File: src/rtl/aes_enc_pkg.sv
package aes_enc_pkg;
  localparam int BYTES    = 16;
  localparam int ROUNDS   = 10;
  localparam int IDX_W    = $clog2(BYTES);
  localparam int RND_W    = $clog2(ROUNDS + 1);
  localparam int CNT_W    = RND_W + IDX_W;
  localparam int LAST_CNT = ROUNDS * BYTES - 1;

  typedef logic [7:0] byte_t;
  typedef logic [3:0][7:0] column_t;

  typedef struct packed {
    logic             loadByte;
    logic             unloadByte;
    logic             runStep;
    logic             lastRound;
    logic [IDX_W-1:0] ioIdx;
    logic [RND_W-1:0] round;
    logic [IDX_W-1:0] step;
  } ctrlStrobes_t;

  function automatic byte_t xtime(input byte_t a);
    return {a[6:0], 1'b0} ^ (a[7] ? 8'h1b : 8'h00);
  endfunction

  function automatic byte_t gfMul(input byte_t a, input byte_t b);
    byte_t acc;
    byte_t sh;
    acc = '0;
    sh  = a;
    for (int i = 0; i < 8; i++) begin
      if (b[i]) acc = acc ^ sh;
      sh = xtime(sh);
    end
    return acc;
  endfunction

  // x^254 by repeated squaring; maps 0 to 0
  function automatic byte_t gfInv(input byte_t x);
    byte_t pw;
    byte_t acc;
    pw  = x;
    acc = 8'h01;
    for (int i = 1; i < 8; i++) begin
      pw  = gfMul(pw, pw);
      acc = gfMul(acc, pw);
    end
    return acc;
  endfunction

  function automatic byte_t affineMap(input byte_t x);
    byte_t y;
    for (int i = 0; i < 8; i++)
      y[i] = x[i] ^ x[(i+4)%8] ^ x[(i+5)%8] ^ x[(i+6)%8] ^ x[(i+7)%8];
    return y ^ 8'h63;
  endfunction

  function automatic byte_t rconFor(input logic [RND_W-1:0] rnd);
    byte_t r;
    r = 8'h01;
    for (int i = 0; i < ROUNDS - 1; i++)
      if (i < int'(rnd)) r = xtime(r);
    return r;
  endfunction

  function automatic column_t mixColumn(input column_t a);
    column_t o;
    o[0] = xtime(a[0]) ^ xtime(a[1]) ^ a[1] ^ a[2] ^ a[3];
    o[1] = a[0] ^ xtime(a[1]) ^ xtime(a[2]) ^ a[2] ^ a[3];
    o[2] = a[0] ^ a[1] ^ xtime(a[2]) ^ xtime(a[3]) ^ a[3];
    o[3] = xtime(a[0]) ^ a[0] ^ a[1] ^ a[2] ^ xtime(a[3]);
    return o;
  endfunction

  // physical column of logical (row, col) under a per-row rotation of row*rot
  function automatic logic [1:0] physCol(input logic [1:0] c, input logic [1:0] r,
                                         input logic [1:0] rot);
    return c + r * rot;
  endfunction
endpackage

File: src/rtl/aes_enc_sbox.sv
module aes_enc_sbox
  import aes_enc_pkg::*;
(
  input  byte_t inByte,
  output byte_t outByte
);
  assign outByte = affineMap(gfInv(inByte));
endmodule

File: src/rtl/aes_enc_ctrl.sv
module aes_enc_ctrl
  import aes_enc_pkg::*;
(
  input  logic         clk,
  input  logic         rstN,
  input  logic         loadEn,
  input  logic         unloadEn,
  input  logic         startReq,
  output ctrlStrobes_t strb,
  output logic         busy,
  output logic         done
);
  logic [CNT_W-1:0] cnt;
  logic [IDX_W-1:0] ioIdx;
  logic startTake, loadTake, unloadTake, runEnd;

  assign startTake  = startReq & ~busy;
  assign loadTake   = loadEn & ~busy & ~startReq;
  assign unloadTake = unloadEn & ~busy & ~startReq & ~loadEn;
  assign runEnd     = busy && (cnt == CNT_W'(LAST_CNT));

  always_ff @(posedge clk) begin
    if (!rstN) begin
      busy  <= 1'b0;
      done  <= 1'b0;
      cnt   <= '0;
      ioIdx <= '0;
    end else if (busy) begin
      if (runEnd) begin
        busy <= 1'b0;
        done <= 1'b1;
        cnt  <= '0;
      end else begin
        cnt <= cnt + 1'b1;
      end
    end else if (startTake) begin
      busy  <= 1'b1;
      done  <= 1'b0;
      cnt   <= '0;
      ioIdx <= '0;
    end else if (loadTake) begin
      ioIdx <= ioIdx + 1'b1;
      done  <= 1'b0;
    end else if (unloadTake) begin
      ioIdx <= ioIdx + 1'b1;
    end
  end

  always_comb begin
    strb.loadByte   = loadTake;
    strb.unloadByte = unloadTake;
    strb.runStep    = busy;
    strb.round      = cnt[CNT_W-1:IDX_W];
    strb.step       = cnt[IDX_W-1:0];
    strb.lastRound  = (cnt[CNT_W-1:IDX_W] == RND_W'(ROUNDS - 1));
    strb.ioIdx      = ioIdx;
  end
endmodule

File: src/rtl/aes_enc_keysched.sv
module aes_enc_keysched
  import aes_enc_pkg::*;
(
  input  logic             clk,
  input  logic             loadByte,
  input  logic             runStep,
  input  logic [IDX_W-1:0] ioIdx,
  input  logic [RND_W-1:0] round,
  input  logic [IDX_W-1:0] step,
  input  byte_t            keyByte,
  output column_t          rkCol
);
  byte_t kb [BYTES];
  byte_t subIn, subOut, rc, kNext;
  logic [1:0] col, row;

  assign col   = step[3:2];
  assign row   = step[1:0];
  assign subIn = kb[{2'd3, row + 2'd1}];
  assign rc    = rconFor(round);

  aes_enc_sbox u_ksbox (.inByte(subIn), .outByte(subOut));

  always_comb begin
    if (col == 2'd0)
      kNext = kb[step] ^ subOut ^ ((row == 2'd0) ? rc : 8'h00);
    else
      kNext = kb[step] ^ kb[step - IDX_W'(4)];
  end

  always_comb begin
    for (int i = 0; i < 3; i++) rkCol[i] = kb[{col, 2'(i)}];
    rkCol[3] = kNext;
  end

  always_ff @(posedge clk) begin
    if (loadByte)     kb[ioIdx] <= keyByte;
    else if (runStep) kb[step]  <= kNext;
  end
endmodule

File: src/rtl/aes_enc_datapath.sv
module aes_enc_datapath
  import aes_enc_pkg::*;
(
  input  logic         clk,
  input  ctrlStrobes_t strb,
  input  byte_t        dataByte,
  input  byte_t        keyByte,
  input  column_t      rkCol,
  output byte_t        outByte
);
  byte_t st [BYTES];
  logic [2:0][7:0] colBuf;
  logic [1:0] col, row, rot;
  logic [IDX_W-1:0] readIdx, unIdx;
  byte_t sbOut;
  column_t colVec, newCol;

  assign col     = strb.step[3:2];
  assign row     = strb.step[1:0];
  assign rot     = strb.round[1:0] + 2'd1;
  assign readIdx = {physCol(col, row, rot), row};
  assign unIdx   = {physCol(strb.ioIdx[3:2], strb.ioIdx[1:0], 2'(ROUNDS % 4)), strb.ioIdx[1:0]};

  aes_enc_sbox u_dsbox (.inByte(st[readIdx]), .outByte(sbOut));

  assign colVec = {sbOut, colBuf};
  assign newCol = (strb.lastRound ? colVec : mixColumn(colVec)) ^ rkCol;

  always_ff @(posedge clk) begin
    if (strb.loadByte) begin
      st[strb.ioIdx] <= dataByte ^ keyByte;
    end else if (strb.runStep) begin
      if (row != 2'd3) begin
        colBuf <= {sbOut, colBuf[2:1]};
      end else begin
        for (int i = 0; i < 4; i++)
          st[{physCol(col, 2'(i), rot), 2'(i)}] <= newCol[i];
      end
    end
  end

  assign outByte = strb.unloadByte ? st[unIdx] : 8'h00;
endmodule

File: src/rtl/aes_byte_enc.sv
module aes_byte_enc
  import aes_enc_pkg::*;
(
  input  logic       clk,
  input  logic       rstN,
  input  logic       loadEn,
  input  logic       unloadEn,
  input  logic       startReq,
  input  logic [7:0] keyByte,
  input  logic [7:0] dataByte,
  output logic [7:0] outByte,
  output logic       busy,
  output logic       done
);
  ctrlStrobes_t strb;
  column_t rkCol;

  aes_enc_ctrl u_ctrl (
    .clk(clk), .rstN(rstN), .loadEn(loadEn), .unloadEn(unloadEn),
    .startReq(startReq), .strb(strb), .busy(busy), .done(done)
  );

  aes_enc_keysched u_keys (
    .clk(clk), .loadByte(strb.loadByte), .runStep(strb.runStep),
    .ioIdx(strb.ioIdx), .round(strb.round), .step(strb.step),
    .keyByte(keyByte), .rkCol(rkCol)
  );

  aes_enc_datapath u_data (
    .clk(clk), .strb(strb), .dataByte(dataByte), .keyByte(keyByte),
    .rkCol(rkCol), .outByte(outByte)
  );
endmodule

File: config.mk
export PLATFORM = sky130hd
export DESIGN_NAME = aes_byte_enc
export DESIGN_NICKNAME = d
export VERILOG_FILES = /design/src/rtl/aes_enc_pkg.sv /design/src/rtl/aes_enc_sbox.sv /design/src/rtl/aes_enc_ctrl.sv /design/src/rtl/aes_enc_keysched.sv /design/src/rtl/aes_enc_datapath.sv /design/src/rtl/aes_byte_enc.sv
export SDC_FILE = /design/constraint.sdc
export NUM_CORES = 2
export LEC_CHECK = 0
export BUFFER_PORTS_ARGS = -buffer_cell sky130_fd_sc_hd__buf_4
export CAP_MARGIN = 15
export CORE_ASPECT_RATIO = 1.2
export CORE_MARGIN = 5
export CORE_UTILIZATION = 30
export DETAILED_ROUTE_END_ITERATION = 8
export PLACE_DENSITY = 0.49
export REMOVE_ABC_BUFFERS = 1
export SYNTH_ARGS = -nofsm -noshare
export SYNTH_HDL_FRONTEND = slang
export SYNTH_HIERARCHICAL = 1
export SYNTH_SLANG_ARGS = --single-unit
File: constraint.sdc
create_clock -name clk -period 33.4 [get_ports clk]
set_input_delay 8.35 -clock clk [delete_from_list [all_inputs] [get_ports clk]]
set_output_delay 8.35 -clock clk [all_outputs]
set_load 0.05 [all_outputs]
==> reports/metrics.csv <==
stage,metric,value,unit
logic_synthesis,cell count after synthesis,5090,
timing,minimum clock period,21.22,ns
job,Max Cap Viol,0,
worst_setup_path,Crit Path Category,reg -> reg,
cts,setup repair bufs after CTS,0,
timing,period utilisation layout,63.54,%
worst_setup_path,crit path DAT,21.46,ns
min_path,Hold WC Path Type,reg -> reg,
logic_synthesis,xor-xnor portion of the synthesized cell area,36.65,%
timing,Max Slew Vio Count,0,
worst_setup_path,CP Launch Type,register,
worst_setup_path,CP max-delay cell,a21oi_1,
logic_synthesis,"Seq/Total Area, Yosys",18.30,%
timing,slew of the pin with the lowest slew margin,1.183,ns
floorplanning,Die W,373.2,microns
global_route,number of global-route vias before repair,36380,
logic_synthesis,share of synthesized registers carrying an async set or reset,0,%
timing,final setup fails,0,
finish,post-layout util,32.54,%
logic_synthesis,"EDFF count, synth",280,
floorplanning,die height,445.8,microns
logic_synthesis,"Top FF cell, synth",edfxtp_1,
worst_setup_path,CP endpoint kind,register,
worst_setup_path,CP most frequent cell,xnor2_1,
global_route,initial antenna violation count,5,
logic_synthesis,syn avg cell area,9.328,sq um
cts,Clock Latency Late Sink,0.56,ns
timing,WHS,0.5575,ns
logic_synthesis,post-synthesis mux area share,12.10,%
cts,htree depth,2,
detailed_routing,Routed WL,147300,microns
worst_setup_path,crit path max fanout,35,
cts,Root Buffer,clkbuf_16,
floorplanning,io pins,31,
timing,clk_skew,0.01866,ns
logic_synthesis,post-synth cell types,122,
global_route,largest net degree at the start of global routing,58,
timing,RSZ-0062 raised after global routing,false,
cts,Post-CTS Resized,0,
worst_setup_path,crit-path max cell delay,0.84,ns
detailed_routing,wire per inst,20.66,microns
cts,Clock Sinks,294,
finish,Layout area overhead,8.267,%
detailed_routing,routed vias,37710,
logic_synthesis,cell area after synthesis,47480,sq um
detailed_routing,DRC Markers,0,
finish,Final nets,5035,
floorplanning,core area,158000,sq um
detailed_routing,post-route ant nets,0,
cts,"Reg clk slew, reported paths",0.05,ns
placement,GP Congestion,0.8475,
global_route,Congestion Overflow GR,0,
detailed_routing,Via-to-Cell Ratio,5.291,
logic_synthesis,Yosys warning count,6,
cts,CTS max path bufs,3,
logic_synthesis,top cell type by total area after synthesis,edfxtp_1,
worst_setup_path,worst endpoint required time,33.64,ns
outcome,outcome,finished clean,
finish,layout cells sized above 1,14.90,%
cts,CTS tree,yes,
placement,port bufs,30,
finish,fillcell total,16220,
detailed_routing,DR pass1 iterations,6,
global_route,first-pass GRT wire length,224800,microns
logic_synthesis,Compound-Gate Fraction of Synth Area,13.18,%
timing,final hold violations,0,
detailed_routing,DRT iter0 DRCs,3126,
cts,hold buffers post-CTS,0,
timing,normalized max-slew margin,20.86,%
cts,cts bufs inserted,37,
global_route,Total GRT Usage,16.90,%
logic_synthesis,Simple-Gate Fraction of Synth Area,14.91,%
logic_synthesis,Yosys top cell area share,17.71,%
logic_synthesis,Yosys reg bits,294,
logic_synthesis,dominant cells by area after synthesis,"edfxtp_1 (18%), xnor2_1 (14%), xnor3_1 (7.9%)",
placement,DP Wirelength,106500,microns
floorplanning,Initial Util,30.06,%
timing,Achievable Freq,0.04712,GHz
logic_synthesis,largest family of logic cells by synthesized area,XOR/XNOR gates,
logic_synthesis,post-synthesis adder-cell area fraction,0.6904,%
floorplanning,Site Rows,160,
floorplanning,die area,166400,sq um
timing,setup TNS,0,ns
metal layers:
layer,share of wire (%),GRT usage [%],vias to the layer above
met5,0.015,0,-
met4,2.8,4.629,4
met3,4.8,2.115,230
met2,50,30.23,1001
met1,42,21.47,18580
li1,-,-,17900
cell usage in the layout, fill, tap and decap left out, drive strengths merged, types with 13 or more instances in the layout:
| master | instances |
|---|---|
| or3 | 18 |
| nor4 | 16 |
| a221oi | 16 |
| mux4 | 144 |
| a22oi | 33 |
| nor3b | 15 |
| nand4 | 15 |
| edfxtp | 280 |
| nand3 | 107 |
| o221ai | 15 |
| or2 | 21 |
| ha | 23 |
| nor3 | 103 |
| clkbuf | 53 |
| xnor3 | 191 |
| o32ai | 15 |
| o211ai | 52 |
| a31oi | 58 |
| nand2 | 456 |
| nor2b | 36 |
| nand2b | 60 |
| dfxtp | 14 |
| xnor2 | 873 |
| a211oi | 39 |
| o21ai | 235 |
| a311oi | 15 |
| xor3 | 42 |
| and2 | 29 |
| clkinv | 16 |
| mux2 | 38 |
| a21oi | 237 |
| buf | 206 |
| a21o | 13 |
| inv | 72 |
| a21boi | 20 |
| mux2i | 203 |
| o22ai | 67 |
| and3 | 24 |
| xor2 | 336 |
| nor2 | 636 |
cell families after synthesis:
logic type                 Yosys count
DFF                                294
xor gates and xnor gates          1442
and+or+nand+nor                   1575
muxes                              385
adders and majority gates           27
AOI/OAI and AO/OA                  944
buffers and inverters              423
area by class of cell:
cell class | instances | area [sq um] | area share [%]
repair buffers | 206 | 1546 | 3.008
inverters | 79 | 296.5 | 0.5769
flip-flops and latches | 294 | 8701 | 16.93
clock buffers | 53 | 996.0 | 1.937
well taps | 2106 | 2635 | 5.126
multi-input cells | 4373 | 37080 | 72.13
diodes | 2 | 5.005 | 0.009736
clock inverters | 14 | 148.9 | 0.2897
critical path, delay by kind of cell, from the launching register on:
| family | cells | cell delay, ns |
|---|---|---|
| xor+xnor | 28 | 11.64 |
| mux | 3 | 0.65 |
| compound gates | 10 | 2.44 |
| fa+ha+maj | 3 | 1.40 |
| buf+inv | 6 | 2.03 |
| flops | 1 | 0.66 |
| simple gates | 11 | 1.96 |
flip-flops by register name, indices dropped and copies added (netlist names):
register	cells
u_data/st	128
u_ctrl/ioIdx	4
u_data/colBuf	24
u_ctrl/busy	1
u_ctrl/done	1
u_keys/kb	128
u_ctrl/cnt	8
metrics by stage:
step,worst slack [ns],cells,cell area (sq um)
floorplan,10.46,4746,45800
global placement,12.25,7057,50250
detailed placement,12.22,7057,50250
CTS,12.11,7124,51390
global route,10.64,7125,51400
finish,12.18,7127,51400
path summary, 6_finish.rpt:
check                                    end                       start  slack [ns]  cells after the start
setup reg to reg  u_data/st[12][7]$_DFFE_PP_  u_ctrl/cnt[0]$_SDFFE_PN0N_       12.18                     61
setup / recovery  u_data/st[12][7]$_DFFE_PP_  u_ctrl/cnt[0]$_SDFFE_PN0N_       12.18                     61
hold reg to reg     u_ctrl/done$_SDFFE_PN0P_    u_ctrl/done$_SDFFE_PN0P_        0.56                      2
hold / removal      u_ctrl/done$_SDFFE_PN0P_    u_ctrl/done$_SDFFE_PN0P_        0.56                      2
cell usage after synthesis, types with 25 or more instances:
cell type,number
inv_1,55
xor2_1,287
xor2_2,43
nand3_1,107
nand2_1,452
mux4_2,139
o211ai_1,46
o22ai_1,65
buf_4,36
xnor2_1,772
a21oi_1,230
buf_2,90
a22oi_1,33
o21ai_1,42
and2_1,29
nor2_1,629
xor3_1,35
xnor2_2,77
nor3_1,95
a211oi_1,35
edfxtp_1,280
o21ai_0,188
mux2i_1,199
a31oi_1,56
xnor3_1,166
clkbuf_1,180
nand2b_1,58
nor2b_1,36
mux2_2,25
Power is not shown: default switching activity piles up to over one toggle a cycle in this logic, so the estimate is an artifact.
